### src/rtl/spi_cs_pkg.sv
package spi_cs_pkg;

    localparam int NUM_CS   = 4;
    localparam int PCS_W    = 4;
    localparam int DATA_W   = 16;
    localparam int MIN_BITS = 8;
    localparam int DIV_W    = 8;
    localparam int WCODE_W  = 4;
    localparam int CNT_W    = DIV_W + 1;
    localparam int BIT_W    = $clog2(DATA_W + 1);
    localparam int BUS_W    = 32;

    localparam logic [1:0] ADDR_MODE = 2'd0;
    localparam logic [1:0] ADDR_CTRL = 2'd1;
    localparam logic [1:0] ADDR_TX   = 2'd2;

    localparam int MODE_VSEL_BIT  = 0;
    localparam int MODE_KEEP_BIT  = 1;
    localparam int MODE_PCS_LSB   = 4;
    localparam int MODE_WIDTH_LSB = 8;
    localparam int MODE_DIV_LSB   = 16;
    localparam int CTRL_EN_BIT    = 0;
    localparam int CTRL_DIS_BIT   = 1;
    localparam int TX_PCS_LSB     = 16;
    localparam int TX_LAST_BIT    = 24;

    typedef struct packed {
        logic               vsel;
        logic               keep;
        logic [PCS_W-1:0]   pcs;
        logic [WCODE_W-1:0] wcode;
        logic [DIV_W-1:0]   half;
    } mode_t;

    typedef struct packed {
        logic              last;
        logic [PCS_W-1:0]  pcs;
        logic [DATA_W-1:0] data;
    } word_t;

    typedef enum logic [1:0] {
        ST_IDLE,
        ST_SHIFT,
        ST_TRAIL,
        ST_GAP
    } eng_st_e;

    function automatic logic [BIT_W-1:0] word_bits(input logic [WCODE_W-1:0] code);
        int n;
        n = MIN_BITS + int'(code);
        if (n > DATA_W) n = DATA_W;
        return BIT_W'(n);
    endfunction

    function automatic logic [DIV_W-1:0] half_eff(input logic [DIV_W-1:0] h);
        return (h == '0) ? DIV_W'(1) : h;
    endfunction

endpackage

### src/rtl/spi_cs_regs.sv
module spi_cs_regs
    import spi_cs_pkg::*;
(
    input  logic             clk,
    input  logic             rst_n,
    input  logic             wr_en,
    input  logic [1:0]       wr_addr,
    input  logic [BUS_W-1:0] wr_data,
    input  logic             take,
    output mode_t            mode,
    output logic             enabled,
    output logic             thr_valid,
    output word_t            thr
);

    typedef struct packed {
        mode_t mode;
        logic  en;
        logic  tv;
        word_t thr;
    } regs_t;

    regs_t d, q;

    logic unused_bits;
    assign unused_bits = ^{wr_data[31:25], wr_data[23:20]};

    always_comb begin
        d = q;
        if (take) d.tv = 1'b0;
        if (wr_en) begin
            unique case (wr_addr)
                ADDR_MODE: begin
                    d.mode.vsel  = wr_data[MODE_VSEL_BIT];
                    d.mode.keep  = wr_data[MODE_KEEP_BIT];
                    d.mode.pcs   = wr_data[MODE_PCS_LSB +: PCS_W];
                    d.mode.wcode = wr_data[MODE_WIDTH_LSB +: WCODE_W];
                    d.mode.half  = wr_data[MODE_DIV_LSB +: DIV_W];
                end
                ADDR_CTRL: begin
                    if (wr_data[CTRL_DIS_BIT])      d.en = 1'b0;
                    else if (wr_data[CTRL_EN_BIT])  d.en = 1'b1;
                end
                ADDR_TX: begin
                    if (q.en && !q.tv) begin
                        d.tv       = 1'b1;
                        d.thr.last = wr_data[TX_LAST_BIT];
                        d.thr.pcs  = wr_data[TX_PCS_LSB +: PCS_W];
                        d.thr.data = wr_data[DATA_W-1:0];
                    end
                end
                default: ;
            endcase
        end
    end

    always_ff @(posedge clk or negedge rst_n) begin
        if (!rst_n) begin
            q            <= '0;
            q.mode.half  <= DIV_W'(1);
        end else begin
            q <= d;
        end
    end

    assign mode      = q.mode;
    assign enabled   = q.en;
    assign thr_valid = q.tv;
    assign thr       = q.thr;

endmodule

### src/rtl/spi_cs_decode.sv
module spi_cs_decode #(
    parameter int N_SEL  = 4,
    parameter int CODE_W = 4
) (
    input  logic              cs_on,
    input  logic [CODE_W-1:0] code,
    output logic [N_SEL-1:0]  ncs
);

    for (genvar i = 0; i < N_SEL; i++) begin : g_sel
        localparam logic [CODE_W-1:0] BELOW = CODE_W'((1 << i) - 1);
        logic ones_below;
        assign ones_below = &(code | ~BELOW);
        assign ncs[i]     = ~(cs_on & ~code[i] & ones_below);
    end

endmodule

### src/rtl/spi_cs_engine.sv
module spi_cs_engine
    import spi_cs_pkg::*;
(
    input  logic              clk,
    input  logic              rst_n,
    input  logic              enabled,
    input  mode_t             mode,
    input  logic              thr_valid,
    input  word_t             thr,
    input  logic              miso,
    output logic              take,
    output logic              sck,
    output logic              mosi,
    output logic              cs_on,
    output logic [PCS_W-1:0]  cs_code,
    output logic [DATA_W-1:0] rx_data,
    output logic              rx_valid,
    output logic              idle,
    output logic [DIV_W-1:0]  half_act
);

    typedef struct packed {
        eng_st_e           st;
        logic [CNT_W-1:0]  cnt;
        logic [BIT_W-1:0]  bit_idx;
        logic [BIT_W-1:0]  nbits;
        logic [DIV_W-1:0]  half;
        logic              sck;
        logic [DATA_W-1:0] sreg;
        logic [DATA_W-1:0] rsreg;
        logic              cs_on;
        logic [PCS_W-1:0]  cs_code;
        logic              last;
        logic [DATA_W-1:0] rx_data;
        logic              rx_valid;
    } eng_t;

    eng_t d, q;

    logic [PCS_W-1:0] tgt;
    logic [BIT_W-1:0] nb_new;
    logic [BIT_W-1:0] shamt;
    logic [CNT_W-1:0] half_end;
    logic [CNT_W-1:0] gap_end;
    logic             start;

    always_comb begin
        d          = q;
        take       = 1'b0;
        start      = 1'b0;
        d.rx_valid = 1'b0;
        tgt        = mode.vsel ? thr.pcs : mode.pcs;
        nb_new     = word_bits(mode.wcode);
        shamt      = BIT_W'(DATA_W) - nb_new;
        half_end   = {1'b0, q.half} - CNT_W'(1);
        gap_end    = {q.half, 1'b0} - CNT_W'(1);

        unique case (q.st)
            ST_IDLE: begin
                if (q.cs_on) begin
                    if (!enabled) begin
                        d.cs_on = 1'b0;
                        d.st    = ST_GAP;
                        d.cnt   = '0;
                    end else if (thr_valid) begin
                        if (tgt == q.cs_code) begin
                            start = 1'b1;
                        end else begin
                            d.cs_on = 1'b0;
                            d.st    = ST_GAP;
                            d.cnt   = '0;
                        end
                    end
                end else if (enabled && thr_valid) begin
                    start = 1'b1;
                end
                if (start) begin
                    take      = 1'b1;
                    d.st      = ST_SHIFT;
                    d.cs_on   = 1'b1;
                    d.cs_code = tgt;
                    d.nbits   = nb_new;
                    d.half    = half_eff(mode.half);
                    d.sreg    = thr.data << shamt;
                    d.rsreg   = '0;
                    d.last    = thr.last;
                    d.cnt     = '0;
                    d.bit_idx = '0;
                    d.sck     = 1'b0;
                end
            end
            ST_SHIFT: begin
                d.cnt = q.cnt + CNT_W'(1);
                if (q.cnt == half_end) begin
                    d.cnt = '0;
                    if (!q.sck) begin
                        d.sck   = 1'b1;
                        d.rsreg = {q.rsreg[DATA_W-2:0], miso};
                    end else begin
                        d.sck = 1'b0;
                        if (q.bit_idx == q.nbits - BIT_W'(1)) begin
                            d.st       = ST_TRAIL;
                            d.rx_data  = q.rsreg;
                            d.rx_valid = 1'b1;
                        end else begin
                            d.bit_idx = q.bit_idx + BIT_W'(1);
                            d.sreg    = {q.sreg[DATA_W-2:0], 1'b0};
                        end
                    end
                end
            end
            ST_TRAIL: begin
                d.cnt = q.cnt + CNT_W'(1);
                if (q.cnt == half_end) begin
                    d.cnt = '0;
                    if (q.last || !mode.keep || !enabled) begin
                        d.cs_on = 1'b0;
                        d.st    = ST_GAP;
                    end else begin
                        d.st = ST_IDLE;
                    end
                end
            end
            ST_GAP: begin
                d.cnt = q.cnt + CNT_W'(1);
                if (q.cnt == gap_end) begin
                    d.cnt = '0;
                    d.st  = ST_IDLE;
                end
            end
            default: d.st = ST_IDLE;
        endcase
    end

    always_ff @(posedge clk or negedge rst_n) begin
        if (!rst_n) begin
            q      <= '0;
            q.st   <= ST_IDLE;
            q.half <= DIV_W'(1);
        end else begin
            q <= d;
        end
    end

    assign sck      = q.sck;
    assign mosi     = (q.st == ST_SHIFT) ? q.sreg[DATA_W-1] : 1'b0;
    assign cs_on    = q.cs_on;
    assign cs_code  = q.cs_code;
    assign rx_data  = q.rx_data;
    assign rx_valid = q.rx_valid;
    assign idle     = (q.st == ST_IDLE);
    assign half_act = q.half;

endmodule

### src/rtl/spi_cs_master.sv
module spi_cs_master
    import spi_cs_pkg::*;
(
    input  logic              clk,
    input  logic              rst_n,
    input  logic              wr_en,
    input  logic [1:0]        wr_addr,
    input  logic [BUS_W-1:0]  wr_data,
    output logic              txempty,
    output logic              sck,
    output logic              mosi,
    input  logic              miso,
    output logic [NUM_CS-1:0] ncs,
    output logic [DATA_W-1:0] rx_data,
    output logic              rx_valid
);

    mode_t             mode_w;
    word_t             thr_w;
    logic              en_w;
    logic              tv_w;
    logic              take_w;
    logic              cs_on_w;
    logic [PCS_W-1:0]  cs_code_w;
    logic              idle_w;
    logic [DIV_W-1:0]  act_half;

    spi_cs_regs u_regs (
        .clk       (clk),
        .rst_n     (rst_n),
        .wr_en     (wr_en),
        .wr_addr   (wr_addr),
        .wr_data   (wr_data),
        .take      (take_w),
        .mode      (mode_w),
        .enabled   (en_w),
        .thr_valid (tv_w),
        .thr       (thr_w)
    );

    spi_cs_engine u_eng (
        .clk       (clk),
        .rst_n     (rst_n),
        .enabled   (en_w),
        .mode      (mode_w),
        .thr_valid (tv_w),
        .thr       (thr_w),
        .miso      (miso),
        .take      (take_w),
        .sck       (sck),
        .mosi      (mosi),
        .cs_on     (cs_on_w),
        .cs_code   (cs_code_w),
        .rx_data   (rx_data),
        .rx_valid  (rx_valid),
        .idle      (idle_w),
        .half_act  (act_half)
    );

    spi_cs_decode #(
        .N_SEL  (NUM_CS),
        .CODE_W (PCS_W)
    ) u_dec (
        .cs_on (cs_on_w),
        .code  (cs_code_w),
        .ncs   (ncs)
    );

    assign txempty = !tv_w && idle_w;

endmodule

### config.mk
export PLATFORM = sky130hd
export DESIGN_NAME = spi_cs_master
export DESIGN_NICKNAME = d
export VERILOG_FILES = /design/src/rtl/spi_cs_pkg.sv /design/src/rtl/spi_cs_regs.sv /design/src/rtl/spi_cs_decode.sv /design/src/rtl/spi_cs_engine.sv /design/src/rtl/spi_cs_master.sv
export SDC_FILE = /design/constraint.sdc
export NUM_CORES = 1
export LEC_CHECK = 0
export CAP_MARGIN = 10
export CORE_MARGIN = 5
export CORE_UTILIZATION = 46
export DETAILED_ROUTE_END_ITERATION = 6
export PLACE_DENSITY = 0.68
export SKIP_CTS_REPAIR_TIMING = 1
export SKIP_LAST_GASP = 1
export SYNTH_ARGS = -nofsm -noshare
export SYNTH_HDL_FRONTEND = slang
export SYNTH_SLANG_ARGS = --single-unit
### constraint.sdc
create_clock -name clk -period 3.55 [get_ports clk]
set_clock_uncertainty 0.05 [all_clocks]
set_input_delay 1.065 -clock clk [delete_from_list [all_inputs] [get_ports clk]]
set_output_delay 1.065 -clock clk [all_outputs]
set_load 0.01 [all_outputs]
==> metrics.txt <==
total grt overflow=0; Synth Register Bits=approximately 130; final worst-path cycle share=between 90 and 100%; sequential-to-total area share from yosys stat=between 40% and 50%; # Max-Cap Violations=0; Starting Density=47.14%; final hold violations=0; crit-path leading delay family=compound AO/OA/AOI/OAI gates; Synth area leaders=dfrtp_1, mux2_2, nand2_1; drt total wl=about 15000 µm; Clk Latency, worst-skew pair=0.42 ns; Fill cells=1251; Post-synth ARST share=100.0%; HP Class=flop to flop; Final Util=55.52%; Critical Path, Cell by Cell=inv_1, ha_1, nor2b_1, a21oi_1, a211o_1, nor4b_2, o22ai_2, buf_4, mux2_2; status=completed; syn avg cell area=10.56 µm²; vias post-DR=4989; Critical Path End Type=flop; post-route DRC violation count=0; initial antenna violation count=0; crit path DAT=~3.5 ns; first-pass GRT wire length=around 26000 µm; die height=approximately 130 µm; total power per unit cell area=710.1 nW/µm²; relative slew slack=42.43%; WP buf/inv=2; number of H-tree levels=4; IO buf count=54; max-slew violations=0; Netlist Area Pre-Place=6877 µm²; CTS Buf Count=17; CP startpoint kind=flop; maximum vdd drop=0.0003733 V; die width=132.3 µm; post-route ant nets=0; CP max-delay cell=o22ai_2; Reg2Reg Depth=9; f_max=310.6 MHz; Global Route Usage Sum=a little under a fifth; share of post-route cells with drive strength above 1=18.16%; die footprint=17490 µm²; # IOs=62; crit path time final=3.220 ns; yosys warns=0; Worst Setup EP=u_eng.q[40]; drt wl/cell=17.48 µm; Core Rows=44; Root Buffer=clkbuf_16; CP startpoint=u_eng.half_act[0]; pre-CTS WS=0.3591 ns; Leakage=0.003484 µW; placed cell count=846; Post-synth top flop=dfrtp_1; slack of the worst reg-to-reg path=0.33 ns; final hold slack=around 0.42 ns; synthesis-to-layout area growth=17.79%; final setup fails=0; TritonRoute pass-1 iters=5; Reg clk slew, reported paths=0.06 ns; Cells after Synth=651; final setup TNS=0 ns; vias per cell=between 5 and 6; Crit Path Category=flop to flop; clock sinks=126; TritonCTS clock tree=yes; Worst EP required=3.80 ns; pin count of the biggest net entering global routing=98; critical path depth in cells=9; r2r startpoint=u_eng.half_act[0]; RSZ-0062 raised after global routing=no; number of flops mapped to enable cells by yosys=0; ant diodes=0; syn_nets=694; final cell count without fillers=878; Slew @ Worst Pin=0.8636 ns; Placeable Area=approximately 15000 µm²; Synth top area share=between 40% and 50%; crit-path max cell delay=about 0.70 ns; number of global-route vias before repair=5127; PnR worst setup slack=about 0.33 ns; number of nets in the layout=724; Netlist cell types=66; cell taking the most area after synthesis=dfrtp_1; Post-DP HPWL=roughly 11000 µm; Max clock buf depth=2; GPL Wtd Cong=0.8367; DR iter-0 viols=253; reg2reg end=u_eng.q[40]; Worst Path Max Fanout=27
[layer usage]
| layer | wire (µm) | GRT usage, % | up-vias |
|---|---|---|---|
| met5 | 0 | 0 | - |
| li1 | - | - | 2388 |
| met4 | 252 | 6.900 | 0 |
| met1 | 7137 | 24.49 | 2470 |
| met3 | 481 | 3.282 | 22 |
| met2 | 7475 | 29.03 | 109 |
[final cells by class]
type / instances / area (µm²) / area share [%]
multi-input cells: 454 / 3386 / 41.80
well taps: 184 / 230.2 / 2.842
clock inverters: 14 / 177.7 / 2.193
flip-flops and latches: 126 / 3156 / 38.96
repair buffers: 69 / 663.1 / 8.187
inverters: 13 / 48.80 / 0.6024
clock buffers: 18 / 439.2 / 5.422
[per-stage QoR]
| step | total power [µW] | instance area, µm² |
|---|---|---|
| after floorplan | 3426 | 6877 |
| after global placement | 3874 | 7483 |
| after detailed placement | 3934 | 7483 |
| after CTS | 5777 | 8100 |
| after global routing | 6089 | 8100 |
| final | 5752 | 8100 |
[power by group]
part | leakage, µW | switching [µW] | total, µW | internal (µW)
Clock | 0.000296 | 683 | 1820 | 1140
Combinational | 0.00152 | 962 | 1830 | 871
Sequential | 0.00167 | 376 | 2100 | 1730
Total | 0.00348 | 2020 | 5750 | 3730
[tightest hold or removal path: stages, from the launching register on]
cell,delay [ns]
dfrtp_1,0.33
nand2_1,0.05
nand2_1,0.06
[layout by cell type, fill, tap and decap left out, types with 3 or more instances in the layout]
cell,n
dfrtp_1,124
nand2_1,82
clkdlybuf4s50_1,53
mux2_2,50
o21ai_0,46
xnor2_1,31
nor2_1,23
a21oi_1,21
nand3_1,19
mux2i_1,18
a22o_1,17
clkbuf_16,17
buf_4,15
nor3_1,12
inv_1,12
mux4_2,12
mux2_1,10
nand2b_1,8
xor2_1,8
a221oi_1,6
nor4_1,5
nor2b_1,5
and3_1,5
a31oi_1,5
nand4_1,5
a22oi_1,5
ha_1,5
inv_6,5
or3_1,4
a2bb2oi_1,4
a311oi_1,3
or4_1,3
clkinvlp_4,3
bufinv_16,3
[worst min path at each step]
stage / start / cells past startpoint / end / slack, ns
global placement: u_eng.q[17] / 2 / u_eng.q[17] / 0.40
floorplan: u_regs.thr[20] / 2 / u_eng.q[17] / 0.38
detailed placement: u_eng.q[17] / 2 / u_eng.q[17] / 0.41
finish: u_eng.q[17] / 2 / u_eng.q[17] / 0.42
global route: u_regs.thr[20] / 2 / u_eng.q[17] / 0.45
CTS: u_eng.q[17] / 2 / u_eng.q[17] / 0.43
[synthesized netlist by cell type (6+ instances only)]
cell and instances:
mux4_2 12, nor3_1 12, clkbuf_1 25, dfrtp_1 124
a21oi_1 21, buf_2 9, nor2b_1 6, xnor2_1 31
nand2_1 82, nand2b_1 8, o21ai_0 46, mux2_2 50
buf_4 17, mux2i_1 18, nand3_1 19, xor2_1 8
nor2_1 23, inv_1 12, a22o_1 17, a221oi_1 6
buf_1 6, mux2_1 10
[sequential cells by signal, indices dropped and copies added, names as in the netlist]
signal / cells
u_eng.q: 54
u_regs.thr: 21
u_regs.mode: 18
u_eng.rx_data: 16
u_eng.half_act: 8
u_eng.cs_code: 4
u_eng.cs_on: 1
u_eng.rx_valid: 1
u_eng.sck: 1
u_regs.enabled: 1
u_regs.thr_valid: 1
[cells by family (layout without fill, tap and decap cells)]
family	after synthesis	count (layout)	share of synthesized area, %
muxes	90	90	16.38
adders and majority gates	5	5	0.9098
xor gates and xnor gates	39	39	4.967
AOI/OAI and AO/OA	126	126	12.48
and+or+nand+nor	194	194	14.30
buffers and inverters	71	114	5.076
DFF	126	126	45.89
(Power assumes the default switching activity.)
